## config.mk

```make
export PLATFORM = sky130hd
export DESIGN_NAME = mapper_ctl
export DESIGN_NICKNAME = d
export VERILOG_FILES = /design/src/rtl/mmc_pkg.sv /design/src/rtl/mmc_port_regs.sv /design/src/rtl/mmc_remap.sv /design/src/rtl/mmc_select.sv /design/src/rtl/mapper_ctl.sv
export SDC_FILE = /design/constraint.sdc
export NUM_CORES = 1
export LEC_CHECK = 0
export BUFFER_PORTS_ARGS = -buffer_cell sky130_fd_sc_hd__buf_2
export CORE_MARGIN = 1.5
export CORE_UTILIZATION = 43
export CTS_BUF_LIST = sky130_fd_sc_hd__clkbuf_4 sky130_fd_sc_hd__clkbuf_8
export DETAILED_ROUTE_END_ITERATION = 6
export PLACE_DENSITY = 0.86
export SLEW_MARGIN = 15
export SYNTH_ARGS = -nofsm -noshare
export SYNTH_HDL_FRONTEND = slang
export SYNTH_HIERARCHICAL = 1
export SYNTH_SLANG_ARGS = --single-unit
```

## constraint.sdc

```tcl
create_clock -name clk -period 3.55 [get_ports clk]
set_clock_uncertainty 0.1 [all_clocks]
set_input_delay 0.1775 -clock clk [delete_from_list [all_inputs] [get_ports clk]]
set_output_delay 0.1775 -clock clk [all_outputs]
set_load 0.01 [all_outputs]
```

## src/rtl/mmc_pkg.sv

```systemverilog
package mmc_pkg;
    localparam int DATA_W   = 8;
    localparam int PORT_W   = 8;
    localparam int WIN_W    = 3;
    localparam int BLK_N    = 4;
    localparam int EPROM_N  = 4;
    localparam int BLK_W    = $clog2(BLK_N);
    localparam int MAP_W    = 2;
    localparam int WIN_HALF = 4;

    localparam logic [PORT_W-1:0] PORT_CTL  = 8'hFC;
    localparam logic [PORT_W-1:0] PORT_MODE = 8'hFD;
    localparam logic [PORT_W-1:0] PORT_MAP  = 8'hFE;
    localparam logic [PORT_W-3:0] PORT_GRP  = 6'h3F;

    typedef enum logic [1:0] {
        SD_BOOT  = 2'd0,
        SD_RAM1  = 2'd1,
        SD_BASIC = 2'd2,
        SD_RAM3  = 2'd3
    } rom_state_e;

    typedef enum logic [1:0] {
        TGT_RAM   = 2'd0,
        TGT_IPL   = 2'd1,
        TGT_BASIC = 2'd2
    } target_e;

    typedef struct packed {
        target_e          tgt;
        logic [BLK_W-1:0] blk;
        logic [WIN_W-1:0] bank;
    } win_map_t;

    // Window lookup: ROM claims first, then per-map DRAM placement.
    function automatic win_map_t lookup(input logic [MAP_W-1:0] map,
                                        input rom_state_e       sd,
                                        input logic [WIN_W-1:0] w);
        win_map_t r;
        logic     upper;
        upper  = (w >= WIN_W'(WIN_HALF));
        r.tgt  = TGT_RAM;
        r.blk  = '0;
        r.bank = w;
        if (map == 2'd0 && sd == SD_BOOT && w == '0)
            r.tgt = TGT_IPL;
        else if (map == 2'd0 && sd == SD_BASIC && !upper)
            r.tgt = TGT_BASIC;
        else begin
            unique case (map)
                2'd0, 2'd1: r.blk = BLK_W'(0);
                2'd2:       r.blk = upper ? BLK_W'(1) : BLK_W'(0);
                default: begin
                    r.blk  = upper ? BLK_W'(3) : BLK_W'(2);
                    r.bank = w ^ WIN_W'(WIN_HALF);
                end
            endcase
        end
        return r;
    endfunction
endpackage

```

## src/rtl/mmc_port_regs.sv

```systemverilog
module mmc_port_regs
    import mmc_pkg::*;
#(
    parameter int DW = DATA_W,
    parameter int PW = PORT_W
) (
    input  logic          clk,
    input  logic          rst,
    input  logic          io_cycle,
    input  logic          io_wr,
    input  logic          io_rd,
    input  logic [PW-1:0] port_addr,
    input  logic [DW-1:0] din,
    input  logic          sub_ready,
    input  logic          sub_ack,
    output logic          io_sel_n,
    output logic [DW-1:0] dout,
    output rom_state_e    rom_state,
    output logic [MAP_W-1:0] map_sel,
    output logic          sub_run,
    output logic          bus_req
);
    logic wr_q;
    logic grp_hit;
    logic wr_edge;

    assign grp_hit  = io_cycle && (port_addr[PW-1:2] == PORT_GRP);
    assign io_sel_n = !grp_hit;
    assign wr_edge  = io_cycle && io_wr && !wr_q;

    always_ff @(posedge clk) begin
        if (rst) begin
            wr_q      <= 1'b0;
            sub_run   <= 1'b0;
            bus_req   <= 1'b0;
            rom_state <= SD_BOOT;
            map_sel   <= '0;
        end else begin
            wr_q <= io_wr;
            if (wr_edge) begin
                unique case (port_addr)
                    PORT_CTL:  bus_req <= din[1];
                    PORT_MODE: begin
                        sub_run   <= din[DW-1];
                        rom_state <= rom_state_e'(din[1:0]);
                    end
                    PORT_MAP:  map_sel <= din[MAP_W-1:0];
                    default:   ;
                endcase
            end
        end
    end

    always_comb begin
        dout = '0;
        if (io_cycle && io_rd) begin
            unique case (port_addr)
                PORT_CTL:  dout = {{(DW-2){1'b0}}, sub_ack, sub_ready};
                PORT_MODE: dout = {sub_run, {(DW-3){1'b0}}, rom_state};
                PORT_MAP:  dout = {{(DW-MAP_W){1'b0}}, map_sel};
                default:   dout = '0;
            endcase
        end
    end
endmodule

```

## src/rtl/mmc_remap.sv

```systemverilog
module mmc_remap
    import mmc_pkg::*;
#(
    parameter int WW = WIN_W
) (
    input  logic [MAP_W-1:0] map_sel,
    input  rom_state_e       rom_state,
    input  logic [WW-1:0]    win,
    output win_map_t         wmap
);
    always_comb wmap = lookup(map_sel, rom_state, win);
endmodule

```

## src/rtl/mmc_select.sv

```systemverilog
module mmc_select
    import mmc_pkg::*;
#(
    parameter int NB = BLK_N,
    parameter int NE = EPROM_N,
    parameter int WW = WIN_W
) (
    input  logic          mreq,
    input  logic          rom32_sel,
    input  logic [WW-1:0] win,
    input  win_map_t      wmap,
    output logic [WW-1:0] dram_a_hi,
    output logic [NB-1:0] ras_n,
    output logic          ipl_cs_n,
    output logic          basic32_cs_n,
    output logic [NE-1:0] eprom_cs_n
);
    localparam int EW = $clog2(NE);

    logic is_ram;
    logic is_basic;

    assign is_ram       = mreq && (wmap.tgt == TGT_RAM);
    assign is_basic     = mreq && (wmap.tgt == TGT_BASIC);
    assign ipl_cs_n     = !(mreq && (wmap.tgt == TGT_IPL));
    assign basic32_cs_n = !(is_basic && rom32_sel);
    assign dram_a_hi    = wmap.bank;

    for (genvar b = 0; b < NB; b++) begin : g_ras
        assign ras_n[b] = !(is_ram && (wmap.blk == BLK_W'(b)));
    end

    for (genvar e = 0; e < NE; e++) begin : g_eprom
        assign eprom_cs_n[e] = !(is_basic && !rom32_sel && (win[EW-1:0] == EW'(e)));
    end
endmodule

```

## src/rtl/mapper_ctl.sv

```systemverilog
module mapper_ctl
    import mmc_pkg::*;
(
    input  logic             clk,
    input  logic             rst,
    input  logic             io_cycle,
    input  logic             io_wr,
    input  logic             io_rd,
    input  logic [PORT_W-1:0] port_addr,
    input  logic [DATA_W-1:0] cpu_din,
    output logic [DATA_W-1:0] cpu_dout,
    output logic             io_sel_n,
    input  logic             mreq,
    input  logic [WIN_W-1:0] cpu_a_hi,
    input  logic             rom32_sel,
    output logic [WIN_W-1:0] dram_a_hi,
    output logic [BLK_N-1:0] ras_n,
    output logic             ipl_cs_n,
    output logic             basic32_cs_n,
    output logic [EPROM_N-1:0] eprom_cs_n,
    output logic             sub_reset_n,
    output logic             sub_busreq_n,
    input  logic             sub_ready,
    input  logic             sub_ack
);
    rom_state_e       rom_state;
    logic [MAP_W-1:0] map_sel;
    logic             sub_run;
    logic             bus_req;
    win_map_t         wmap;

    mmc_port_regs u_regs (
        .clk       (clk),
        .rst       (rst),
        .io_cycle  (io_cycle),
        .io_wr     (io_wr),
        .io_rd     (io_rd),
        .port_addr (port_addr),
        .din       (cpu_din),
        .sub_ready (sub_ready),
        .sub_ack   (sub_ack),
        .io_sel_n  (io_sel_n),
        .dout      (cpu_dout),
        .rom_state (rom_state),
        .map_sel   (map_sel),
        .sub_run   (sub_run),
        .bus_req   (bus_req)
    );

    mmc_remap u_remap (
        .map_sel   (map_sel),
        .rom_state (rom_state),
        .win       (cpu_a_hi),
        .wmap      (wmap)
    );

    mmc_select u_sel (
        .mreq         (mreq),
        .rom32_sel    (rom32_sel),
        .win          (cpu_a_hi),
        .wmap         (wmap),
        .dram_a_hi    (dram_a_hi),
        .ras_n        (ras_n),
        .ipl_cs_n     (ipl_cs_n),
        .basic32_cs_n (basic32_cs_n),
        .eprom_cs_n   (eprom_cs_n)
    );

    assign sub_reset_n  = sub_run;
    assign sub_busreq_n = !bus_req;
endmodule

```

[After elaboration in Yosys (flattened, before gate mapping)]
Cells that the tools add are included.
W data, S select, Z words.
Storage, ports and cells
  output and inout bits: 24
  word-level logic and storage cells: 79
  flip-flop bits (word level): 7
Operators by class
  reduce and logical (&&, ||, !) cells: 47
  magnitude comparators: 1
  bitwise operators: 1
  mux-type cells: 10
  eq/ne operators: 15
Operators by type and width (number)
  $eq A8 B8 Y1 const B: 3
  $pmux W8 S3: 1
  $logic_and A1 B1 Y1: 21
  $logic_not A1 Y1: 15
  $eq A2 B2 Y1 const B: 7
  $logic_not A2 Y1: 5
  $mux W5: 2
  $eq A2 B1 Y1 const B: 4
  $mux W8: 1
  $eq A6 B6 Y1 const B: 1
  $reduce_and A2 Y1: 3
  $mux W2: 2
  $pmux W2 S2: 1
  $ge A3 B3 Y1 const B: 1
  $logic_not A3 Y1: 1
  $mux W3: 1
  $reduce_or A3 Y1: 1
  $mux W1: 2
  $reduce_or A2 Y1: 1
  $not A1 Y1: 1

[Longest topological paths before layout]
Gate-level depths: netlist of the first run.
  depth in word-level cells: 10
  depth in mapped cells: 4

[Cells and area by module]
Netlist of the first run, hierarchy kept.
Modules (own cells, without submodules)
  mmc_port_regs: instances 1, area an instance 469.2 µm², cells an instance 48, sequential area each 140.1 µm²
  mmc_select: instances 1, area an instance 117.6 µm², cells an instance 18, sequential area each 0.0 µm²
  mmc_remap: instances 1, area an instance 77.6 µm², cells an instance 9, sequential area each 0.0 µm²
  mapper_ctl: instances 1, area an instance 3.8 µm², cells an instance 1, sequential area each 0.0 µm²

[Least setup slack after synthesis of the first run]
Ideal clock, no wire load.
  path type: register -> output
  from: reg u_regs.rom_state[0]
  to: out eprom_cs_n[1]
  path slack: 1.826 ns
  buffers on the path: 0
  arrival time: 1.446 ns
  cell stages (with the launch flop): 5
  path through: dfxtp_1 -> or4_4 -> nor2_1 -> and4bb_4 -> nand3b_1
RTL lines
  start: declaration: line mmc_port_regs.sv:18  | output rom_state_e rom_state,
  start signal: assignment: line mmc_port_regs.sv:45  | rom_state <= rom_state_e'(din[1:0]);
  end: declaration: line mapper_ctl.sv:20  | output logic [EPROM_N-1:0] eprom_cs_n,

==> results of run 1 <==
sequential cells by signal (all words and copies together) (netlist names):
| signal | flops |
|---|---|
| u_regs/rom_state | 2 |
| u_regs/sub_run | 1 |
| u_regs/bus_req | 1 |
| u_regs/map_sel | 2 |
| u_regs/wr_q | 1 |
critical path, stage by stage, from the launching register on:
cell and delay (ns):
dfxtp_1 0.32, or4_4 0.56, nor2_1 0.25, and4bb_4 0.30, nand3b_1 0.07, buf_2 0.14
synthesized netlist by cell type:
master,count
and2b_2,1
and2_1,1
or4_4,2
mux2i_1,8
nand2_1,4
nand3b_1,3
and4_1,3
nor4_1,1
xor2_1,1
nand4b_1,3
nand4_2,1
and2_2,1
nor2_1,4
dfxtp_1,7
inv_1,2
nor4_4,1
nand2b_1,9
nand4bb_1,1
and4bb_4,1
nor4_2,1
conb_1,1
nor2b_1,2
and3b_2,1
buf_4,10
nor3_1,1
nand4_1,1
nand3_1,3
o2bb2ai_1,2
placed cells by master (no fill, tap or decap), types with 2 or more instances in the layout:
| master | instances |
|---|---|
| nand2b_1 | 9 |
| mux2i_1 | 8 |
| and4_1 | 3 |
| o2bb2ai_1 | 2 |
| nand4b_1 | 3 |
| nor2b_1 | 2 |
| nand2_1 | 4 |
| conb_1 | 5 |
| or4_4 | 2 |
| dfxtp_1 | 7 |
| nor2_1 | 4 |
| clkbuf_4 | 4 |
| inv_1 | 2 |
| nand3_1 | 3 |
| buf_2 | 41 |
| nand3b_1 | 3 |
metal layers:
layer  up-vias  wire length, µm  part of all wire (%)  GRT usage [%]
met5         -                0                     0              0
met4         0                4                  0.28           9.38
met3         2               93                   6.6           2.16
met2        25              732                    52           28.0
met1       296              588                    41           18.4
li1        342                -                     -              -
final cells by class:
| class | count | share of cell area, % |
|---|---|---|
| clock buffer | 4 | 3.48 |
| inverter | 2 | 0.870 |
| multi-input combinational | 61 | 53.3 |
| sequential | 7 | 16.2 |
| tap | 16 | 2.32 |
| timing repair buffer | 41 | 23.8 |
how the worst min path moves through the flow:
stage	startpoint	end	slack, ns	cells after the start
after global placement	rst	u_regs/wr_q	0.33	2
after CTS	rst	u_regs/wr_q	0.07	2
after floorplan	rst	u_regs/wr_q	0.15	1
after global routing	rst	u_regs/wr_q	0.09	2
after detailed placement	rst	u_regs/wr_q	0.34	2
final	rst	u_regs/wr_q	0.08	2
logic make-up after synthesis:
kind of cell / Yosys count
simple gates: 45
buf+inv: 12
mux: 8
flops: 7
compound gates: 2
xor+xnor: 1
other cells: 1
stage by stage:
stage                     hold slack, ns  power [mW]  cells
after floorplan                    0.149       0.107     80
after global placement             0.331       0.121    127
after detailed placement           0.342       0.122    127
after CTS                         0.0660       0.204    131
after global routing              0.0894       0.212    131
final                             0.0801       0.200    131
power groups by stage:
stage | registers [mW] | clock network (mW) | logic, mW
after global routing | 0.0799 | 0.0869 | 0.0449
after detailed placement | 0.0816 | 0 | 0.0404
final | 0.0800 | 0.0796 | 0.0406
after CTS | 0.0799 | 0.0832 | 0.0406
after global placement | 0.0815 | 0 | 0.0392
after floorplan | 0.0814 | 0 | 0.0258
==> results.tsv, run 1 <==
stage	metric	value	unit
floorplanning	Placement Rows	14	
synthesis	post-synthesis compound-gate area fraction	2.62	%
synthesis	Simple-Gate Fraction of Synth Area	50.2	%
detailed_routing	average wire per standard cell	10.8	µm
floorplanning	io pins	52	
floorplanning	die height	42.4	µm
synthesis	xor/xnor share of the synthesized area	1.31	%
synthesis	post-synthesis adder-cell area fraction	0	%
grt	GR Overflow Total	0	
detailed_routing	Vias/cell	5.08	
synthesis	post-synthesis cell type count	28	
synthesis	Synth Register Bits	7	
finish	share of cells above drive strength 1	47.0	%
synthesis	synth warn	6	
run_status	status	finished, final reports clean	
place	buffers added on ports	41	
power_and_ir_drop	Max IR drop VDD	0.159	mV
worst_hold_path	Hold Path Class	in -> reg	
setup_path	RR Endpoint	u_regs/map_sel[1]	
setup_path	Reg-to-Reg Start	u_regs/wr_q	
floorplanning	core footprint	1470	µm²
floorplanning	Chip Width	42.4	µm
detailed_routing	DRC	0	
timing	Final setup violation count	0	
detailed_routing	DRT iter0 DRCs	8	
setup_path	CP arrival	1.88	ns
finish	final core occ	58.7	%
power_and_ir_drop	Sw Pwr	0.0509	mW
finish	multi-input logic area	460	µm²
grt	pin count of the biggest net entering global routing	11	
synthesis	post-synthesis mux area share	12.0	%
timing	final hold vios	0	
timing	post-route worst setup slack	1.39	ns
timing	fin crit period	2.16	ns
place	final HPWL from detailed placement	1190	µm
synthesis	post-synth top area cell	dfxtp_1	
setup_path	CP endpoint kind	output pin	
detailed_routing	final wirelength	1420	µm
setup_path	critical path startpoint	u_regs/rom_state[0]	
setup_path	worst-path fanout max	5	
setup_path	kind of critical path	reg -> out	
synthesis	Seq/Total Area, Yosys	21.0	%
timing	setup_tns	0	ns
timing	highest clock rate	463	MHz
clocking	clock latency on the worst-skew pair	0.25	ns
power_and_ir_drop	Flop pwr share	40.0	%
grt	first-pass GRT wire length	2220	µm
clocking	Inserted Clock Buffers	3	
grt	initial antenna violation count	0	
power_and_ir_drop	Clk network pwr share	39.8	%
clocking	# hold bufs at CTS	0	
synthesis	synthesized instance count	76	
run	max-cap viol count	0	
timing	RSZ-0062 raised after global routing	false	
power_and_ir_drop	Comb power frac	20.3	%
setup_path	critical path data required time	3.27	ns
detailed_routing	vias after detailed routing	665	
clocking	Reg clk slew, reported paths	0.06	ns
power_and_ir_drop	switching portion of total power	25.4	%
clocking	CTS sink cnt	7	
clocking	CTS tree	built	
finish	Final Instance Area	863	µm²
setup_path	worst reg2reg path depth	2	
finish	filler instances	137	
clocking	buffers inserted by post-CTS timing repair	0	
timing	Slew Limit Fails	0	
finish	nets@finish	144	
place	global placement routability congestion	0.757	
timing	Final Cycle Share	60.9	%
power_and_ir_drop	pwr/cell area	232	nW/µm²
finish	area grow syn2layout	29.2	%
detailed_routing	drt first pass iters	4	
synthesis	largest family of logic cells by synthesized area	simple AND/OR/NAND/NOR gates	
place	Post-Place Setup Slack	1.65	ns
clocking	maximum root-to-sink buffer count	2	
clocking	CTS resizes	0	
grt	vias in the first global route	568	
power_and_ir_drop	Pint	0.149	mW
synthesis	top cell type's share of synthesized area	21.0	%
synthesis	largest cells by area after synthesis	dfxtp_1 21%, mux2i_1 12%, buf_4 11%	
floorplanning	Starting Density	45.4	%
finish	Register Area	140	µm²
finish	total inserted antenna cells	0	
place	Placed Area	833	µm²
setup_path	Worst setup SP type	register	
clocking	CTS root buffer	clkbuf_4	
floorplanning	die outline area	1800	µm²
detailed_routing	post-route ant nets	0	
grt	GRT Overall Usage	16.0	%
setup_path	CP Capture Point	eprom_cs_n[1]	
setup_path	setup slack, reg-to-reg	2.28	ns
power_and_ir_drop	P_leak	0.375	nW
synthesis	Post-Syn Area	668	µm²
clocking	CTS HTree Levels	1	
synthesis	syn avg cell area	8.79	µm²
Note: power is estimated with default switching activity, not from simulation.
==> run 2: changes to the inputs <==
ABC_AREA = 1   (was not set)
CORE_UTILIZATION = 41   (was 43)
PLACE_DENSITY = 0.81   (was 0.86)
clock period = 2.3 ns   (was 3.55 ns; I/O delays follow)
==> run 2 against run 1 <==
  * The run now ends with DRC left
  * Cell area is 3.6% higher
  * First-iteration DRC count is 100% higher
  * Clock power is 53% higher
  * Combinational power is 61% higher
  * Synthesized cell count is 59% higher
  * Power is 55% higher
  * Register-to-register slack worse by 1.0 ns
  * Utilization is 1.3 points lower
  * Routed wire length is 20% higher
  * Non-clock buffer count stayed put
  * Highest routed layer unchanged
==> results.tsv, run 2 <==
stage	metric	value	unit
timing	fin crit period	1.72	ns
synthesis	ys async rst share	0	%
finish	area grow syn2layout	25.9	%
floorplanning	die outline area	1990	µm²
grt	first-pass GRT wire length	2590	µm
setup_path	CP arrival	1.51	ns
setup_path	kind of critical path	reg -> out	
clocking	CTS tree	built	
grt	pin count of the biggest net entering global routing	16	
synthesis	Seq/Total Area, Yosys	19.7	%
setup_path	Worst setup SP type	register	
clocking	# hold bufs at CTS	0	
setup_path	worst-path fanout max	5	
detailed_routing	final wirelength	1700	µm
detailed_routing	average wire per standard cell	9.73	µm
clocking	CTS root buffer	clkbuf_4	
floorplanning	Placement Rows	14	
detailed_routing	drt first pass iters	6	
place	global placement routability congestion	0.732	
power_and_ir_drop	Max IR drop VDD	0.292	mV
setup_path	setup slack, reg-to-reg	1.24	ns
timing	Slew Limit Fails	0	
floorplanning	Chip Width	44.6	µm
timing	RSZ-0062 raised after global routing	false	
grt	vias in the first global route	673	
synthesis	Post-synth top flop	dfxtp_1	
detailed_routing	post-route ant nets	0	
detailed_routing	DRT iter0 DRCs	16	
synthesis	count of flip-flops with a built-in enable after synthesis	0	
timing	setup_tns	0	ns
setup_path	crit path cell chain	nor2_1 -> inv_1 -> nor2_1 -> nand3_2 -> nor2_2 -> nand2_1 -> buf_2	
setup_path	CP most frequent cell	nor2_1	
finish	commonest cells after routing, fill and taps aside	41 x buf_2, 29 x nand2_1, 19 x inv_1	
detailed_routing	DRC	2	
floorplanning	io pins	52	
synthesis	synthesized instance count	121	
setup_path	critical path data required time	2.09	ns
synthesis	synth warn	6	
timing	Final Cycle Share	74.9	%
synthesis	Synth Register Bits	7	
synthesis	largest cells by area after synthesis	dfxtp_1 20%, nand2_1 15%, nand4_1 11%	
setup_path	CP peak stage delay	0.35	ns
clocking	Reg clk slew, reported paths	0.05	ns
setup_path	CP endpoint kind	output pin	
setup_path	slowest CP cell	dfxtp_1	
clocking	CTS resizes	0	
synthesis	commonest cells in the netlist	29 x nand2_1, 19 x inv_1, 14 x nor2_1	
finish	final core occ	57.4	%
clocking	buffers inserted by post-CTS timing repair	0	
grt	GR Overflow Total	0	
place	final HPWL from detailed placement	1410	µm
finish	total inserted antenna cells	0	
worst_hold_path	Hold Path Class	in -> reg	
synthesis	post-synth top area cell	dfxtp_1	
grt	initial antenna violation count	0	
place	buffers added on ports	41	
timing	Final setup violation count	0	
clocking	Inserted Clock Buffers	3	
run_status	violated checks	DRC	
finish	filler instances	168	
synthesis	post-synthesis cell type count	17	
finish	nets@finish	188	
clocking	CTS sink cnt	7	
power_and_ir_drop	pwr/cell area	347	nW/µm²
floorplanning	Starting Density	45.6	%
finish	top flop regs	u_regs/map_sel (2), u_regs/rom_state (2)	
timing	final hold vios	0	
power_and_ir_drop	P_leak	0.454	nW
run_status	status	finished with violations	
synthesis	leading cell type by number of instances after synthesis	nand2_1	
synthesis	syn avg cell area	5.87	µm²
clocking	maximum root-to-sink buffer count	2	
finish	commonest non-fill, non-tap cell in the layout	buf_2	
finish	share of cells above drive strength 1	33.3	%
clocking	clock latency on the worst-skew pair	0.25	ns
clocking	CTS HTree Levels	1	
grt	GRT Overall Usage	17.4	%
detailed_routing	Vias/cell	4.93	
floorplanning	core footprint	1560	µm²
timing	highest clock rate	580	MHz
run	max-cap viol count	0	
synthesis	top cell type's share of synthesized area	19.7	%
synthesis	Post-Syn Area	711	µm²
floorplanning	die height	44.6	µm
detailed_routing	vias after detailed routing	862	
## run 2: layout make-up
cell class	instances	area, µm²	share of cell area (%)
clock buffer	4	30.0	3.36
inverter	19	71.3	7.97
multi-input combinational	88	428	47.8
sequential	7	140	15.7
tap	16	20.0	2.24
timing repair buffer	41	205	22.9
## run 2: worst paths after layout
| check | start | endpoint | cells after the start |
|---|---|---|---|
| setup reg to reg | u_regs/wr_q | u_regs/rom_state[1] | 4 |
| hold reg to reg | u_regs/bus_req | u_regs/bus_req | 2 |
| hold / removal | io_wr | u_regs/wr_q | 3 |
| setup / recovery | u_regs/map_sel[1] | eprom_cs_n[1] | 7 |
## run 2: kinds of logic after synthesis
group                  share of synthesized area [%]
buffers and inverters                           22.2
AOI/OAI and AO/OA                               4.93
other                                          0.528
DFF                                             19.7
and+or+nand+nor                                 52.6
## run 2: worst max-delay path: cells and delay by family, from the launching register on
family,cells,cell delay (ns)
buffers and inverters,2,0.19
AND/OR/NAND/NOR,5,0.72
flip-flops,1,0.35
## run 2: report_power, final
group          switching [mW]  internal [mW]
Combinational          0.0409         0.0244
Sequential           0.000996          0.122
Clock                  0.0439         0.0779
Total                  0.0858          0.225
## run 2: per-layer routing
layer  GRT usage [%]  share of wire, %
met1            19.1                41
met2            32.8                54
met3            2.45               4.5
met4            7.27              0.59
met5               0                 0
## run 2: stage by stage
stage	hold slack [ns]	total power [mW]	instances	instance area [µm²]	setup slack [ns]
floorplan	0.0841	0.169	125	726	1.06
global placement	0.234	0.188	171	865	0.889
global route	0.00870	0.332	175	895	0.501
CTS	0.00153	0.315	175	895	0.572
finish	0.00374	0.310	175	895	0.577
detailed placement	0.259	0.191	171	865	0.856
